<file path="src/rtl/twoport_sem_pkg.sv">
package twoport_sem_pkg;

    typedef enum logic [2:0] {
        SEM_FREE     = 3'd0,
        SEM_LEFT     = 3'd1,
        SEM_RIGHT    = 3'd2,
        SEM_LEFT_RQ  = 3'd3,
        SEM_RIGHT_LQ = 3'd4
    } sem_state_t;

    typedef struct packed {
        logic req;
        logic rel;
    } sem_op_t;

    localparam logic WBIT_REQUEST = 1'b0;
    localparam logic WBIT_RELEASE = 1'b1;

endpackage

</file>
<file path="src/rtl/twoport_sem_decode.sv">
module twoport_sem_decode
    import twoport_sem_pkg::*;
#(
    parameter int NUM_SEM = 8,
    parameter int IDX_W   = 3
) (
    input  logic [IDX_W-1:0] idx,
    input  logic             wr,
    input  logic             wdata,
    output sem_op_t          ops [NUM_SEM]
);

    for (genvar g = 0; g < NUM_SEM; g++) begin : g_op
        logic hit;
        always_comb begin
            hit        = wr && (idx == IDX_W'(g));
            ops[g].req = hit && (wdata == WBIT_REQUEST);
            ops[g].rel = hit && (wdata == WBIT_RELEASE);
        end
    end

endmodule

</file>
<file path="src/rtl/twoport_sem_cell.sv">
module twoport_sem_cell
    import twoport_sem_pkg::*;
(
    input  logic    clk,
    input  logic    rst_n,
    input  sem_op_t l_op,
    input  sem_op_t r_op,
    output logic    own_l,
    output logic    own_r,
    output logic    wait_l,
    output logic    wait_r
);

    sem_state_t state_q;
    sem_state_t state_d;

    always_ff @(posedge clk or negedge rst_n) begin
        if (!rst_n) begin
            state_q <= SEM_FREE;
        end else begin
            state_q <= state_d;
        end
    end

    always_comb begin
        state_d = state_q;
        unique case (state_q)
            SEM_FREE: begin
                if (l_op.req && r_op.req) begin
                    state_d = SEM_LEFT_RQ;
                end else if (l_op.req) begin
                    state_d = SEM_LEFT;
                end else if (r_op.req) begin
                    state_d = SEM_RIGHT;
                end
            end
            SEM_LEFT: begin
                if (l_op.rel) begin
                    state_d = r_op.req ? SEM_RIGHT : SEM_FREE;
                end else if (r_op.req) begin
                    state_d = SEM_LEFT_RQ;
                end
            end
            SEM_RIGHT: begin
                if (r_op.rel) begin
                    state_d = l_op.req ? SEM_LEFT : SEM_FREE;
                end else if (l_op.req) begin
                    state_d = SEM_RIGHT_LQ;
                end
            end
            SEM_LEFT_RQ: begin
                if (l_op.rel) begin
                    state_d = r_op.rel ? SEM_FREE : SEM_RIGHT;
                end else if (r_op.rel) begin
                    state_d = SEM_LEFT;
                end
            end
            SEM_RIGHT_LQ: begin
                if (r_op.rel) begin
                    state_d = l_op.rel ? SEM_FREE : SEM_LEFT;
                end else if (l_op.rel) begin
                    state_d = SEM_RIGHT;
                end
            end
            default: state_d = SEM_FREE;
        endcase
    end

    always_comb begin
        own_l  = 1'b0;
        own_r  = 1'b0;
        wait_l = 1'b0;
        wait_r = 1'b0;
        unique case (state_q)
            SEM_FREE:     ;
            SEM_LEFT:     own_l = 1'b1;
            SEM_RIGHT:    own_r = 1'b1;
            SEM_LEFT_RQ: begin
                own_l  = 1'b1;
                wait_r = 1'b1;
            end
            SEM_RIGHT_LQ: begin
                own_r  = 1'b1;
                wait_l = 1'b1;
            end
            default:      ;
        endcase
    end

endmodule

</file>
<file path="src/rtl/twoport_sem_readback.sv">
module twoport_sem_readback #(
    parameter int NUM_SEM = 8,
    parameter int IDX_W   = 3
) (
    input  logic               clk,
    input  logic               rst_n,
    input  logic               rd,
    input  logic [IDX_W-1:0]   idx,
    input  logic [NUM_SEM-1:0] own,
    output logic               rdata
);

    logic denied;

    always_comb begin
        denied = 1'b1;
        for (int k = 0; k < NUM_SEM; k++) begin
            if (idx == IDX_W'(k)) begin
                denied = ~own[k];
            end
        end
    end

    always_ff @(posedge clk or negedge rst_n) begin
        if (!rst_n) begin
            rdata <= 1'b1;
        end else if (rd) begin
            rdata <= denied;
        end
    end

endmodule

</file>
<file path="src/rtl/twoport_sem_bank.sv">
module twoport_sem_bank
    import twoport_sem_pkg::*;
#(
    parameter int NUM_SEM = 8,
    parameter int IDX_W   = (NUM_SEM > 1) ? $clog2(NUM_SEM) : 1
) (
    input  logic             clk,
    input  logic             rst_n,
    input  logic [IDX_W-1:0] l_idx,
    input  logic             l_wr,
    input  logic             l_wdata,
    input  logic             l_rd,
    output logic             l_rdata,
    input  logic [IDX_W-1:0] r_idx,
    input  logic             r_wr,
    input  logic             r_wdata,
    input  logic             r_rd,
    output logic             r_rdata
);

    sem_op_t            l_ops [NUM_SEM];
    sem_op_t            r_ops [NUM_SEM];
    logic [NUM_SEM-1:0] own_l_vec;
    logic [NUM_SEM-1:0] own_r_vec;
    logic [NUM_SEM-1:0] wait_l_vec;
    logic [NUM_SEM-1:0] wait_r_vec;

    twoport_sem_decode #(.NUM_SEM(NUM_SEM), .IDX_W(IDX_W)) l_dec_i (
        .idx   (l_idx),
        .wr    (l_wr),
        .wdata (l_wdata),
        .ops   (l_ops)
    );

    twoport_sem_decode #(.NUM_SEM(NUM_SEM), .IDX_W(IDX_W)) r_dec_i (
        .idx   (r_idx),
        .wr    (r_wr),
        .wdata (r_wdata),
        .ops   (r_ops)
    );

    for (genvar g = 0; g < NUM_SEM; g++) begin : g_cell
        twoport_sem_cell cell_i (
            .clk    (clk),
            .rst_n  (rst_n),
            .l_op   (l_ops[g]),
            .r_op   (r_ops[g]),
            .own_l  (own_l_vec[g]),
            .own_r  (own_r_vec[g]),
            .wait_l (wait_l_vec[g]),
            .wait_r (wait_r_vec[g])
        );
    end

    twoport_sem_readback #(.NUM_SEM(NUM_SEM), .IDX_W(IDX_W)) l_rb_i (
        .clk   (clk),
        .rst_n (rst_n),
        .rd    (l_rd),
        .idx   (l_idx),
        .own   (own_l_vec),
        .rdata (l_rdata)
    );

    twoport_sem_readback #(.NUM_SEM(NUM_SEM), .IDX_W(IDX_W)) r_rb_i (
        .clk   (clk),
        .rst_n (rst_n),
        .rd    (r_rd),
        .idx   (r_idx),
        .own   (own_r_vec),
        .rdata (r_rdata)
    );

endmodule

</file>
<file path="config.mk">
export PLATFORM = sky130hd
export DESIGN_NAME = twoport_sem_bank
export DESIGN_NICKNAME = d
export VERILOG_FILES = /design/src/rtl/twoport_sem_pkg.sv /design/src/rtl/twoport_sem_decode.sv /design/src/rtl/twoport_sem_cell.sv /design/src/rtl/twoport_sem_readback.sv /design/src/rtl/twoport_sem_bank.sv
export SDC_FILE = /design/constraint.sdc
export NUM_CORES = 1
export LEC_CHECK = 0
export BUFFER_PORTS_ARGS = -buffer_cell sky130_fd_sc_hd__buf_2
export CAP_MARGIN = 20
export CORE_UTILIZATION = 60
export CTS_CLUSTER_SIZE = 8
export DETAILED_ROUTE_END_ITERATION = 7
export PLACE_DENSITY = 0.83
export SETUP_SLACK_MARGIN = 0.5
export SLEW_MARGIN = 20
export SYNTH_ARGS = -nofsm -noshare
export SYNTH_HDL_FRONTEND = slang
export SYNTH_SLANG_ARGS = --single-unit
export TNS_END_PERCENT = 5
</file>
<file path="constraint.sdc">
create_clock -name clk -period 4.06 [get_ports clk]
set_input_delay 0.203 -clock clk [delete_from_list [all_inputs] [get_ports clk]]
set_output_delay 0.203 -clock clk [all_outputs]
set_load 0.01 [all_outputs]
</file>
=== Yosys cells after proc, flatten, opt, wreduce, memory -nomap -nowiden ===
Cells that the tools add are included.

* Logic and storage cells: 364
* Output and inout port bits: 2
* Register bits: 26
* Input bits: 14

* Reduce and logical (&&, ||, !) cells: 90
* Bitwise operators: 18
* Mux-type cells: 160
* Equal/unequal tests: 86

{| class="wikitable"
|+ Operators with widths
! cell !! count
|-
| $mux 3 || 88
|-
| $pmux 3 s5 || 8
|-
| $ne 3x1->1 const B || 32
|-
| $eq 3x2->1 const B || 20
|-
| $logic_and 1x1->1 || 56
|-
| $eq 3x3->1 const B || 16
|-
| $mux 1 || 48
|-
| $reduce_and 5->1 || 8
|-
| $mux 2 || 16
|-
| $ne 4x1->1 const B || 8
|-
| $reduce_or 2->1 || 16
|-
| $eq 3x1->1 const B || 10
|-
| $logic_not 3->1 || 10
|-
| $not 1->1 || 18
|}

=== Logic depth before layout (Yosys ltp) ===
Gate-level depths: netlist of the first run.

* Depth after elaboration: 12
* Depth in mapped cells: 7
* Depth with buffers taken out: 5

=== Hierarchy ===
From an unflattened synthesis of the first run, not the netlist that was laid out.

* Cell total of the unflattened synthesis: 310
* Area, all modules: 2610.0 µm²

{| class="wikitable"
|+ Modules (own cells, without submodules)
! module !! seq. area each (µm²) !! cells an instance !! times used !! area each (µm²)
|-
| twoport_sem_cell || 75.1 || 31 || 8 || 269.0
|-
| twoport_sem_decode || 0.0 || 23 || 2 || 120.1
|-
| twoport_sem_readback || 26.3 || 8 || 2 || 108.9
|}

=== Worst setup path after synthesis of the first run ===
Ideal clock, no wire load.

* Path kind: in2reg
* Start point: input l_idx[2]
* End point: register g_cell[0].cell_i.state_q[1]
* Stages: 6
* Slack: 2270 ps
* Data arrival time: 1662 ps
* Buffers on the path: 1
* Cell sequence: buf_6 or3b_4 or3b_4 and3_1 o22ai_2 mux2_1

* Cells in the longest elaborated chain, start to end: 6
* Elaborated cells between the ends (all ways): 16
* Classes of those cells: eq/ne (5); mux (5); reduce/logical (6)

{| class="wikitable"
|+ RTL lines
! what !! RTL line !! text
|-
| from (decl) || twoport_sem_bank.sv:9 || <nowiki>input logic [IDX_W-1:0] l_idx,</nowiki>
|-
| $logic_not 3->1 (*) || twoport_sem_decode.sv:16 || <nowiki>hit = wr && (idx == IDX_W'(g));</nowiki>
|-
| $logic_and 1x1->1 (*) || twoport_sem_decode.sv:16 ||
|-
| $logic_and 1x1->1 || twoport_sem_decode.sv:17 || <nowiki>ops[g].req = hit && (wdata == WBIT_REQUEST);</nowiki>
|-
| $mux 3 / $logic_and 1x1->1 (equally long branches) || twoport_sem_cell.sv:31, twoport_sem_cell.sv:29 ||
|-
| $mux 3 / $ne 4x1->1 (equally long branches) || n/a ||
|-
| $pmux 3 s5 / $reduce_and 5->1 (equally long branches) || n/a ||
|-
| to (signal assigned) || twoport_sem_cell.sv:21 || <nowiki>state_q <= state_d;</nowiki>
|-
| to (decl) || twoport_sem_cell.sv:14 || <nowiki>sem_state_t state_q;</nowiki>
|}

Mark *: on every way between the ends. The rest lies on a longest branch, timed or not.
A chain may end at the register's enable or synchronous reset.

=== Worst setup path in the final report of the first run ===
* Start point: register g_cell[6].cell_i.state_q[0]
* End point: register g_cell[6].cell_i.state_q[1]

* Cells in the longest elaborated chain, start to end: 3
* Elaborated cells between the ends (all ways): 12
* Classes of those cells: eq/ne (9); mux (1); reduce/logical (2)

{| class="wikitable"
|+ RTL lines
! what !! RTL line !! text
|-
| from (decl) || twoport_sem_cell.sv:14 ||
|-
| from (signal assigned) || twoport_sem_cell.sv:21 ||
|-
| $eq 3x3->1, or another cell as far along || twoport_sem_cell.sv:27 || <nowiki>unique case (state_q)</nowiki>
|-
| $ne 3x1->1 (no line) / $ne 4x1->1 (equally long branches) || n/a ||
|-
| $reduce_and 5->1 (no line) || n/a ||
|}

Several ways; a longest one is shown, not always the timed one.

==> results of run 1 <==
==> cells in the final DEF (no fill, tap or decap), drive strengths merged, types with 9 or more instances in the layout <==
cell and count:
dfrtp 24, nand2 17, nor2 36, buf 15, nand2b 9, a21oi 19
o21ai 11, nor2b 9, nor3 21, nand3b 9
==> worst max-delay path, stage by stage, from the launching register on <==
cell and delay, ns:
dfrtp_1 0.49, xor2_1 0.18, nor3_1 0.39, nor3_1 0.08
a221o_1 0.27, a32o_1 0.26
==> cells by family after synthesis <==
family                    share of synthesized area
xor gates and xnor gates                     0.0439
AOI/OAI and AO/OA                             0.248
muxes                                        0.0214
DFF                                           0.273
and+or+nand+nor                               0.344
buffers and inverters                        0.0695
==> registers in the layout (all words and copies together), names as in the netlist <==
register / count
g_cell.cell_i.state_q: 24
l_rb_i.rdata: 1
r_rb_i.rdata: 1
==> routing by layer <==
metal / up-vias / GRT usage / share of wire
met2: 77 / 0.477 / 0.47
met5: - / 0 / 0
li1: 1146 / - / -
met4: 0 / 0.133 / 0.021
met1: 1118 / 0.394 / 0.45
met3: 15 / 0.0295 / 0.052
==> through the flow <==
stage	worst slack [ns]	power, mW	area [sq um]
final	2.28	1.07	2470
after global routing	2.15	1.14	2470
after CTS	2.26	1.07	2470
after detailed placement	2.07	0.842	2390
after global placement	2.11	0.831	2390
after floorplan	2.27	0.761	2390
==> power by group <==
| part | switching (mW) | internal (mW) |
|---|---|---|
| clock | 0.0875 | 0.132 |
| combinational | 0.192 | 0.188 |
| sequential | 0.140 | 0.327 |
| total | 0.420 | 0.647 |
==> final cells by class <==
type / count / area (sq um)
Clock buffer: 3 / 41.3
Clock inverter: 1 / 30.0
Fill cell: 334 / 1270
Inverter: 8 / 30.0
Multi-Input combinational cell: 250 / 1570
Sequential cell: 26 / 653
Tap cell: 48 / 60.1
Timing Repair Buffer: 16 / 85.1
==> path summary, 6_finish.rpt <==
path / from / end / slack [ns] / cells after the start
setup / recovery: g_cell[6].cell_i.state_q[0]$_DFFE_PN0P_ / g_cell[6].cell_i.state_q[1]$_DFFE_PN0P_ / 2.28 / 5
setup reg to reg: g_cell[6].cell_i.state_q[0]$_DFFE_PN0P_ / g_cell[6].cell_i.state_q[1]$_DFFE_PN0P_ / 2.28 / 5
hold reg to reg: r_rb_i.rdata$_DFFE_PN1P_ / r_rb_i.rdata$_DFFE_PN1P_ / 0.50 / 2
max in group asynchronous: rst_n / g_cell[7].cell_i.state_q[0]$_DFFE_PN0P_ / 3.23 / 2
min in group asynchronous: rst_n / g_cell[4].cell_i.state_q[2]$_DFFE_PN0P_ / 0.45 / 2
hold / removal: l_rd / l_rb_i.rdata$_DFFE_PN1P_ / 0.17 / 2
==> repair_timing <==
item | 4_1_cts | 5_1_grt
setup endpoints to repair | 0 | 0
endpoints found under the hold margin | 24 | 0
hold buffers | 1 | 0
==> results.md, run 1 <==
- Remaining DRCs: 0
- Final Cycle Share: 0.438
- CP arrival: around 2 ns
- Clock Sink Count: 26
- Vias: about 2400
- Worst endpoint required time: 4.23 ns
- Post-synthesis net count: 330
- Final Setup Violations: 0
- Total negative slack: 0 ns
- Max VDD drop: slightly above 0.3 mV
- RSZ-0062 raised after global routing: no
- CP endpoint kind: register
- Post-synth EDFFs: 0
- Largest net degree at the start of global routing: 27
- Share of cells above drive strength 1: 0.0822
- Top_reg_cell synth: dfrtp_1
- Die width: 65.2 um
- Routed WL: between 5 and 6 mm
- Resize count post-CTS: 0
- Synth Register Bits: 26
- Post-synth top cells: nor2_1, dfrtp_1, clkbuf_1, nor3_1, a21oi_1
- HPWL Detailed: slightly above 4 mm
- Yosys warnings: 0
- Final Non-Filler Cells: around 350
- I/O Buffers: 15
- Worst-Margin Slew: slightly below 0.6 ns
- Tightest Hold Check Type: in -> reg
- CTS Buf Count: 3
- Final net count: 319
- Final design utilization: 0.661
- Max_slew headroom: 0.611
- Yosys top cell area share: 0.251
- TritonCTS clock tree: built
- Initial antenna violation count: 0
- Clock Pin Slew Worst Setup and Hold Paths: 0.09 ns
- Layout Area Growth over Synthesis: 3.35%
- Mean Syn Cell Area: approximately 7.6 sq um
- Synthesized cell area: 2390 sq um
- Synth cell types: 64
- Fin. Hold Viols: 0
- N_diodes: 0
- I/O pins: 16
- Core footprint: between 3000 and 4000 sq um
- Die area: about 4200 sq um
- Outcome: completed
- Total power divided by cell area: between 400 and 500 nW/um^2
- # rows: 22
- Initial Util: 0.639
- Leak pwr: around 0.93 nW
- Slew Viols, Final: 0
- GRT overflow: 0
- CP Max Fanout: 9
- Critical path type: reg -> reg
- Top-count cell post-synth: nor2_1
- Root buffer cell: clkbuf_8
- Fin crit period: 1.78 ns
- Post CTS Setup Buffer Count: 0
- Placer congestion estimate: 0.857
- Wirelength per Cell: 16.3 um
- Worst-skew pair later-pin latency: around 0.27 ns
- Yosys top cell by area: dfrtp_1
- Die H: 65.2 um
- Share of flip-flops with an asynchronous set or reset: 1.00
- Antenna viol nets, final: 0
- GRT Util Overall: 0.294
- MaxCap Viol Count: 0
- Post-Syn Instances: about 320
- Area contributors post-synth: dfrtp_1, nor2_1, nor3_1, a21oi_1, clkbuf_1
- CP Launch Type: register
- First-pass GRT wire length: about 9.7 mm
- Max Fclk: around 0.56 GHz
- Iter 0 DRT Violations: between 200 and 250
- Pre-Repair DR Iteration Count: 5
- Vias in the first global route: approximately 2100
- Max clock buf depth: 2
- Placed cells: 347
- Avg Vias per Cell: approximately 6.7
- Hold_ws: approximately 0.17 ns
- Post-synthesis sequential area ratio: 0.273
- H-tree depth: 1
- Clock Skew: roughly 0.0018 ns
(Power assumes the default switching activity.)
==> run 2, diff against run 1 <==
Settings changed: ABC_AREA set to 1.
Clock period 4.06 ns to 1.85 ns, I/O delays scaled along.
==> run 2 against run 1 <==
Total power rose to 3.7 times the previous value; via count up 19%; die area up 3.8%; worst hold slack worse by 0.14 ns; highest routed layer unchanged.
==> results.md, run 2 <==
- Outcome: completed
- Yosys warnings: 0
- Leak pwr: between 1 and 1.5 nW
- Net Switching: between 1.5 and 2 mW
- Vias: 2795
- Worst-Margin Slew: just under 0.6 ns
- Max reg flops: 24
- Avg Vias per Cell: 5.57
- Placed cells: ~500
- Reg2reg setup slack: 0.42 ns
- Remaining DRCs: 0
- Sw Share: 0.497
- Slew Viols, Final: 0
- Footprint of the multi-input gates: roughly 1600 sq um
- Initial Util: 0.622
- Die area: roughly 4400 sq um
- Combinational share of power: 0.610
- Final Cycle Share: 0.772
- Pre-Repair DR Iteration Count: 6
- Post-synth EDFFs: 0
- Core footprint: 4000 sq um
- Critical path type: reg -> reg
- CP Max Fanout: 5
- TritonCTS clock tree: built
- FF-to-FF Start: g_cell[0].cell_i.state_q[2]$_DFFE_PN0P_
- Max_slew headroom: 0.609
- Biggest regs: g_cell.cell_i.state_q x24, l_rb_i.rdata x1, r_rb_i.rdata x1
- Crit path to: g_cell[0].cell_i.state_q[1]$_DFFE_PN0P_
- Share of flip-flops with an asynchronous set or reset: 1.00
- Share of cells above drive strength 1: 0.197
- Area contributors post-synth: dfrtp_1, nand2_1, inv_1, nand3_1, nor2_1
- I/O Buffers: 15
- Reg2reg path depth: 9
- GRT Util Overall: 0.293
- Post-synth top cells: nand2_1, inv_1, nand3_1
- Most flops, register: g_cell.cell_i.state_q
- Worst reg2reg endpoint: g_cell[0].cell_i.state_q[1]$_DFFE_PN0P_
- Max clock buf depth: 2
- Final Setup Violations: 0
- # rows: 23
- Mean Syn Cell Area: 5.81 sq um
- Top-count cell post-synth: nand2_1
- Wirelength per Cell: ~12 um
- Largest net degree at the start of global routing: 27
- N_diodes: 0
- FF/Latch Area: ~660 sq um
- Yosys top cell by area: dfrtp_1
- Layout Area Growth over Synthesis: 14.0%
- GRT overflow: 0
- RSZ-0062 raised after global routing: yes
- Final design utilization: 0.709
- Fill cells: about 370
- DP Area: around 2600 sq um
- Max VDD drop: approximately 0.93 mV
- Vias in the first global route: roughly 2400
- Root buffer cell: clkbuf_8
- First-pass GRT wire length: slightly above 10 mm
- CTS Buf Count: 3
- Fin crit period: between 1 and 1.5 ns
- Worst Setup SP: g_cell[0].cell_i.state_q[2]$_DFFE_PN0P_
- H-tree depth: 1
- CP endpoint kind: register
- Total power divided by cell area: approximately 1400 nW/um^2
- Commonest non-fill, non-tap cell in the layout: nand2_1
- Synth cell types: 33
- Yosys top cell area share: 0.241
- Routed WL: 6.24 mm
- Flop pwr share: 0.292
- CP Launch Type: register
- Clock share of power: 0.098
- Top_reg_cell synth: dfrtp_1
- Die width: 66.4 um
- CP arrival: 1.60 ns
- Post-Syn Instances: approximately 430
- Worst endpoint required time: slightly above 2 ns
- Fin. Hold Viols: 0
- Most frequent cells in the layout: nand2_1, inv_1, nand3_1, nor2_1, o21ai_0
- Clock Skew: roughly 0.0025 ns
- Initial antenna violation count: 0
- Int Power: 1.96 mW
- Iter 0 DRT Violations: 234
- Clock Sink Count: 26
- MaxCap Viol Count: 0
- Tightest Hold Check Type: in -> reg
- Synth Register Bits: 26
- Final Cell Area: 2840 sq um
- Total negative slack: 0 ns
- Die H: about 66 um
- Synthesized cell area: ~2500 sq um
- HPWL Detailed: between 4 and 5 mm
- Final Non-Filler Cells: about 500
- Post-synthesis sequential area ratio: 0.262
- Placer congestion estimate: about 0.92
- Clock Pin Slew Worst Setup and Hold Paths: around 0.09 ns
- Max Fclk: 0.700 GHz
- Setup WS pre-CTS: between 0.2 and 0.3 ns
- I/O pins: 16
- Post-synthesis net count: about 440
- Worst-skew pair later-pin latency: 0.28 ns
- Fin worst setup slack: around 0.42 ns
- Antenna viol nets, final: 0
- Final net count: approximately 470
-- run 2: cell count changes after synthesis, moves of 9 or more --
cell | before | now
nor2b_1 | 9 | 0
nand2_1 | 17 | 111
clkbuf_1 | 21 | 0
o21ai_0 | 6 | 25
nand3b_1 | 9 | 0
nand2b_1 | 9 | 0
inv_1 | 7 | 73
nand3_1 | 8 | 50
-- run 2: metrics by stage --
stage                     power (mW)  hold WS [ns]
after detailed placement        3.15         0.133
after CTS                       3.72        0.0171
after global placement          3.10         0.131
final                           3.90        0.0227
after floorplan                 2.73        -0.203
after global routing            4.30        0.0356
-- run 2: layer usage --
layer / share of wire / track usage
met5: 0 / 0
met1: 0.45 / 0.388
met4: 0.014 / 0.0612
met3: 0.058 / 0.0259
met2: 0.47 / 0.515
-- run 2: area by class of cell --
cell class                      count  share of cell area
Tap cell                           50              0.0220
Multi-Input combinational cell    315               0.564
Timing Repair Buffer               24              0.0511
Inverter                           83               0.110
Clock buffer                        4              0.0194
Sequential cell                    26               0.233
-- run 2: repair_timing --
item / 4_1_cts / 5_1_grt
pin swaps: 2 / 7
setup buffers: 4 / 3
resized for setup: 17 / 23
hold buffers: 1 / 0
endpoints found under the setup margin: 16 / 21
endpoints found under the hold margin: 24 / 0
-- run 2: worst max-delay path, stage by stage (launching register included) --
cell and delay (ns):
dfrtp_2 0.46, or2_4 0.28, nor2_2 0.10, nand2_1 0.06, o21ai_1 0.07, o21ai_0 0.09
nand2_1 0.10, inv_1 0.06, nand2_1 0.05, o21ai_1 0.06
-- run 2: how the worst min path moves through the flow --
| stage | startpoint | to | cells after the start | slack (ns) |
|---|---|---|---|---|
| 2_1_floorplan | rst_n | g_cell[0].cell_i.state_q[0]$_DFFE_PN0P_ | 0 | -0.20 |
| 3_3_place_gp | rst_n | g_cell[6].cell_i.state_q[1]$_DFFE_PN0P_ | 1 | 0.13 |
| 3_5_place_dp | rst_n | g_cell[6].cell_i.state_q[1]$_DFFE_PN0P_ | 1 | 0.13 |
| 4_1_cts | l_rd | l_rb_i.rdata$_DFFE_PN1P_ | 4 | 0.02 |
| 5_1_grt | r_rd | r_rb_i.rdata$_DFFE_PN1P_ | 4 | 0.04 |
| 6_report | l_rd | l_rb_i.rdata$_DFFE_PN1P_ | 4 | 0.02 |
-- run 2: cell families after synthesis --
logic type             synth area share
AOI/OAI and AO/OA                 0.169
DFF                               0.262
and+or+nand+nor                   0.434
buffers and inverters             0.134
-- run 2: power groups by stage --
| stage | clock network [mW] | logic, mW | registers, mW |
|---|---|---|---|
| after floorplan | 0 | 1.71 | 1.02 |
| after global placement | 0 | 2.02 | 1.08 |
| after detailed placement | 0 | 2.07 | 1.08 |
| after CTS | 0.397 | 2.23 | 1.09 |
| after global routing | 0.407 | 2.72 | 1.17 |
| final | 0.383 | 2.38 | 1.14 |
==> run 3, diff against run 2 <==
Clock period 1.85 ns to 1.5 ns, I/O delays scaled along.
==> run 3 against run 2 <==
Critical path depth is 1 lower; count of clock-buffer cells in the layout unchanged; worst setup slack worse by 0.41 ns; largest cell class unchanged; first-iteration DRC count grew 4.3%.
==> results.md, run 3 (synthesis results as in run 2) <==
- Fill cells: between 300 and 400
- Worst reg2reg endpoint: g_cell[4].cell_i.state_q[1]$_DFFE_PN0P_
- Final Setup Violations: 0
- Initial antenna violation count: 0
- Die H: around 66 um
- Clock Sink Count: 26
- Leak pwr: roughly 1.5 nW
- Final Cell Area: between 3000 and 4000 sq um
- GRT Util Overall: 0.316
- Die area: roughly 4400 sq um
- Final net count: between 400 and 500
- Clock Pin Slew Worst Setup and Hold Paths: ~0.090 ns
- H-tree depth: 1
- First-pass GRT wire length: between 10 and 15 mm
- Die width: ~66 um
- CP peak stage delay: 0.46 ns
- Biggest regs: g_cell.cell_i.state_q x24, l_rb_i.rdata x1, r_rb_i.rdata x1
- Reg2reg setup slack: around 0.015 ns
- Max reg flops: 24
- Slew Viols, Final: 0
- Commonest non-fill, non-tap cell in the layout: nand2_1
- DP Area: approximately 2700 sq um
- Clock Skew: slightly below 0.002 ns
- Tightest Hold Check Type: in -> reg
- HPWL Detailed: 4.81 mm
- Vias: around 3000
- I/O Buffers: 15
- Core footprint: roughly 4000 sq um
- Share of cells above drive strength 1: 0.291
- Placer congestion estimate: about 0.95
- Pre-Repair DR Iteration Count: 5
- Total power divided by cell area: between 1500 and 2000 nW/um^2
- CP endpoint kind: register
- CTS Buf Count: 3
- Bufs and invs on worst path: 1
- CP dominant cell by count: o21ai_2
- GRT overflow: 0
- Initial Util: 0.622
- FF-to-FF Start: g_cell[4].cell_i.state_q[1]$_DFFE_PN0P_
- Most frequent cells in the layout: nand2_1, inv_1, nand3_1, nor2_1, inv_2
- I/O pins: 16
- Worst Setup SP: g_cell[4].cell_i.state_q[1]$_DFFE_PN0P_
- CP Max Fanout: 5
- Slowest-stage cell, CP: dfrtp_2
- Total negative slack: 0 ns
- Fin crit period: 1.49 ns
- Final design utilization: 0.754
- Worst-Margin Slew: between 0.6 and 0.7 ns
- Outcome: completed
- Max VDD drop: between 1 and 1.5 mV
- MaxCap Viol Count: 0
- Worst-skew pair later-pin latency: approximately 0.28 ns
- Reg2reg path depth: 8
- RSZ-0062 raised after global routing: yes
- Vias in the first global route: between 2000 and 3000
- CP Launch Type: register
- Root buffer cell: clkbuf_8
- Most flops, register: g_cell.cell_i.state_q
- Iter 0 DRT Violations: approximately 240
- TritonCTS clock tree: built
- Largest net degree at the start of global routing: 27
- CP arrival: approximately 1.6 ns
- Wirelength per Cell: roughly 14 um
- Antenna viol nets, final: 0
- Cell depth of the worst setup path: 8
- Critical-path cell list: nor2_4 > nand2_1 > inv_1 > o21ai_2 > o21ai_2 > nor2_2 > o21ai_1 > nand3_1
- Fin. Hold Viols: 0
- N_diodes: 0
- # rows: 23
- Max_slew headroom: 0.590
- Remaining DRCs: 0
- Delay-heaviest family, CP: flip-flops
- Hold_ws: about 0.03 ns
- Max Fclk: between 0.6 and 0.7 GHz
- Critical path type: reg -> reg
- Final Cycle Share: 0.990
- Worst endpoint required time: about 1.7 ns
- Avg Vias per Cell: 5.85
- Routed WL: between 7 and 8 mm
- Layout Area Growth over Synthesis: 21.2%
- Max clock buf depth: 2
- Crit path to: g_cell[4].cell_i.state_q[1]$_DFFE_PN0P_
==> run 3: changes by cell type in the layout (fill, tap and decap cells not counted), sizes merged <==
cell	delta
dlygate4sd3	+1
buf	+8
==> run 3: report_power, final <==
part           switching [mW]  internal, mW  leakage, nW
Clock                   0.239         0.191       0.0228
Sequential              0.474          1.03        0.312
Combinational            1.96          1.38         1.17
Total                    2.67          2.60         1.51
==> run 3: worst min path at each step <==
stage / from / end / slack (ns) / depth (start not counted)
finish: l_rd / l_rb_i.rdata$_DFFE_PN1P_ / 0.03 / 4
global route: l_rd / l_rb_i.rdata$_DFFE_PN1P_ / 0.05 / 4
CTS: l_rd / l_rb_i.rdata$_DFFE_PN1P_ / 0.03 / 4
detailed placement: rst_n / g_cell[0].cell_i.state_q[1]$_DFFE_PN0P_ / 0.13 / 1
global placement: rst_n / g_cell[0].cell_i.state_q[1]$_DFFE_PN0P_ / 0.12 / 1
floorplan: rst_n / g_cell[0].cell_i.state_q[0]$_DFFE_PN0P_ / -0.22 / 0
==> run 3: layout make-up <==
type	count	area [sq um]	area share
Clock buffer	4	45.0	0.0149
Inverter	83	318	0.105
Multi-Input combinational cell	315	1690	0.561
Sequential cell	26	671	0.222
Tap cell	50	62.6	0.0207
Timing Repair Buffer	33	228	0.0755
==> run 3: repair_timing <==
item | in CTS | in global routing
pin swaps | 7 | 30
buffers inserted | 6 | 2
hold endpoints to repair | 25 | 0
hold buffers | 2 | 0
gates cloned | 0 | 0
setup endpoints to repair | 28 | 28
gates resized for setup | 12 | 72
==> run 3: stage by stage <==
step	setup WS (ns)	total power, mW	instances
6_report	0.0146	5.27	511
5_1_grt	-0.0575	5.71	511
4_1_cts	0.104	4.66	509
3_5_place_dp	0.0542	4.03	497
3_3_place_gp	0.0486	3.97	497
2_1_floorplan	0.221	3.42	428
==> run 3: metal layers <==
layer  vias to the layer above  track usage  part of all wire
met4                         0        0.136             0.015
met1                      1384        0.402              0.43
met2                       133        0.533              0.49
met3                        13       0.0397             0.070
li1                       1458            -                 -
met5                         -            0                 0
==> run 3: worst reg2reg max path: cells and delay by family (launching register included) <==
family / cells / cell delay (ns)
AO/OA/AOI/OAI: 3 / 0.32
buffers and inverters: 1 / 0.14
flip-flops: 1 / 0.46
AND/OR/NAND/NOR: 4 / 0.44
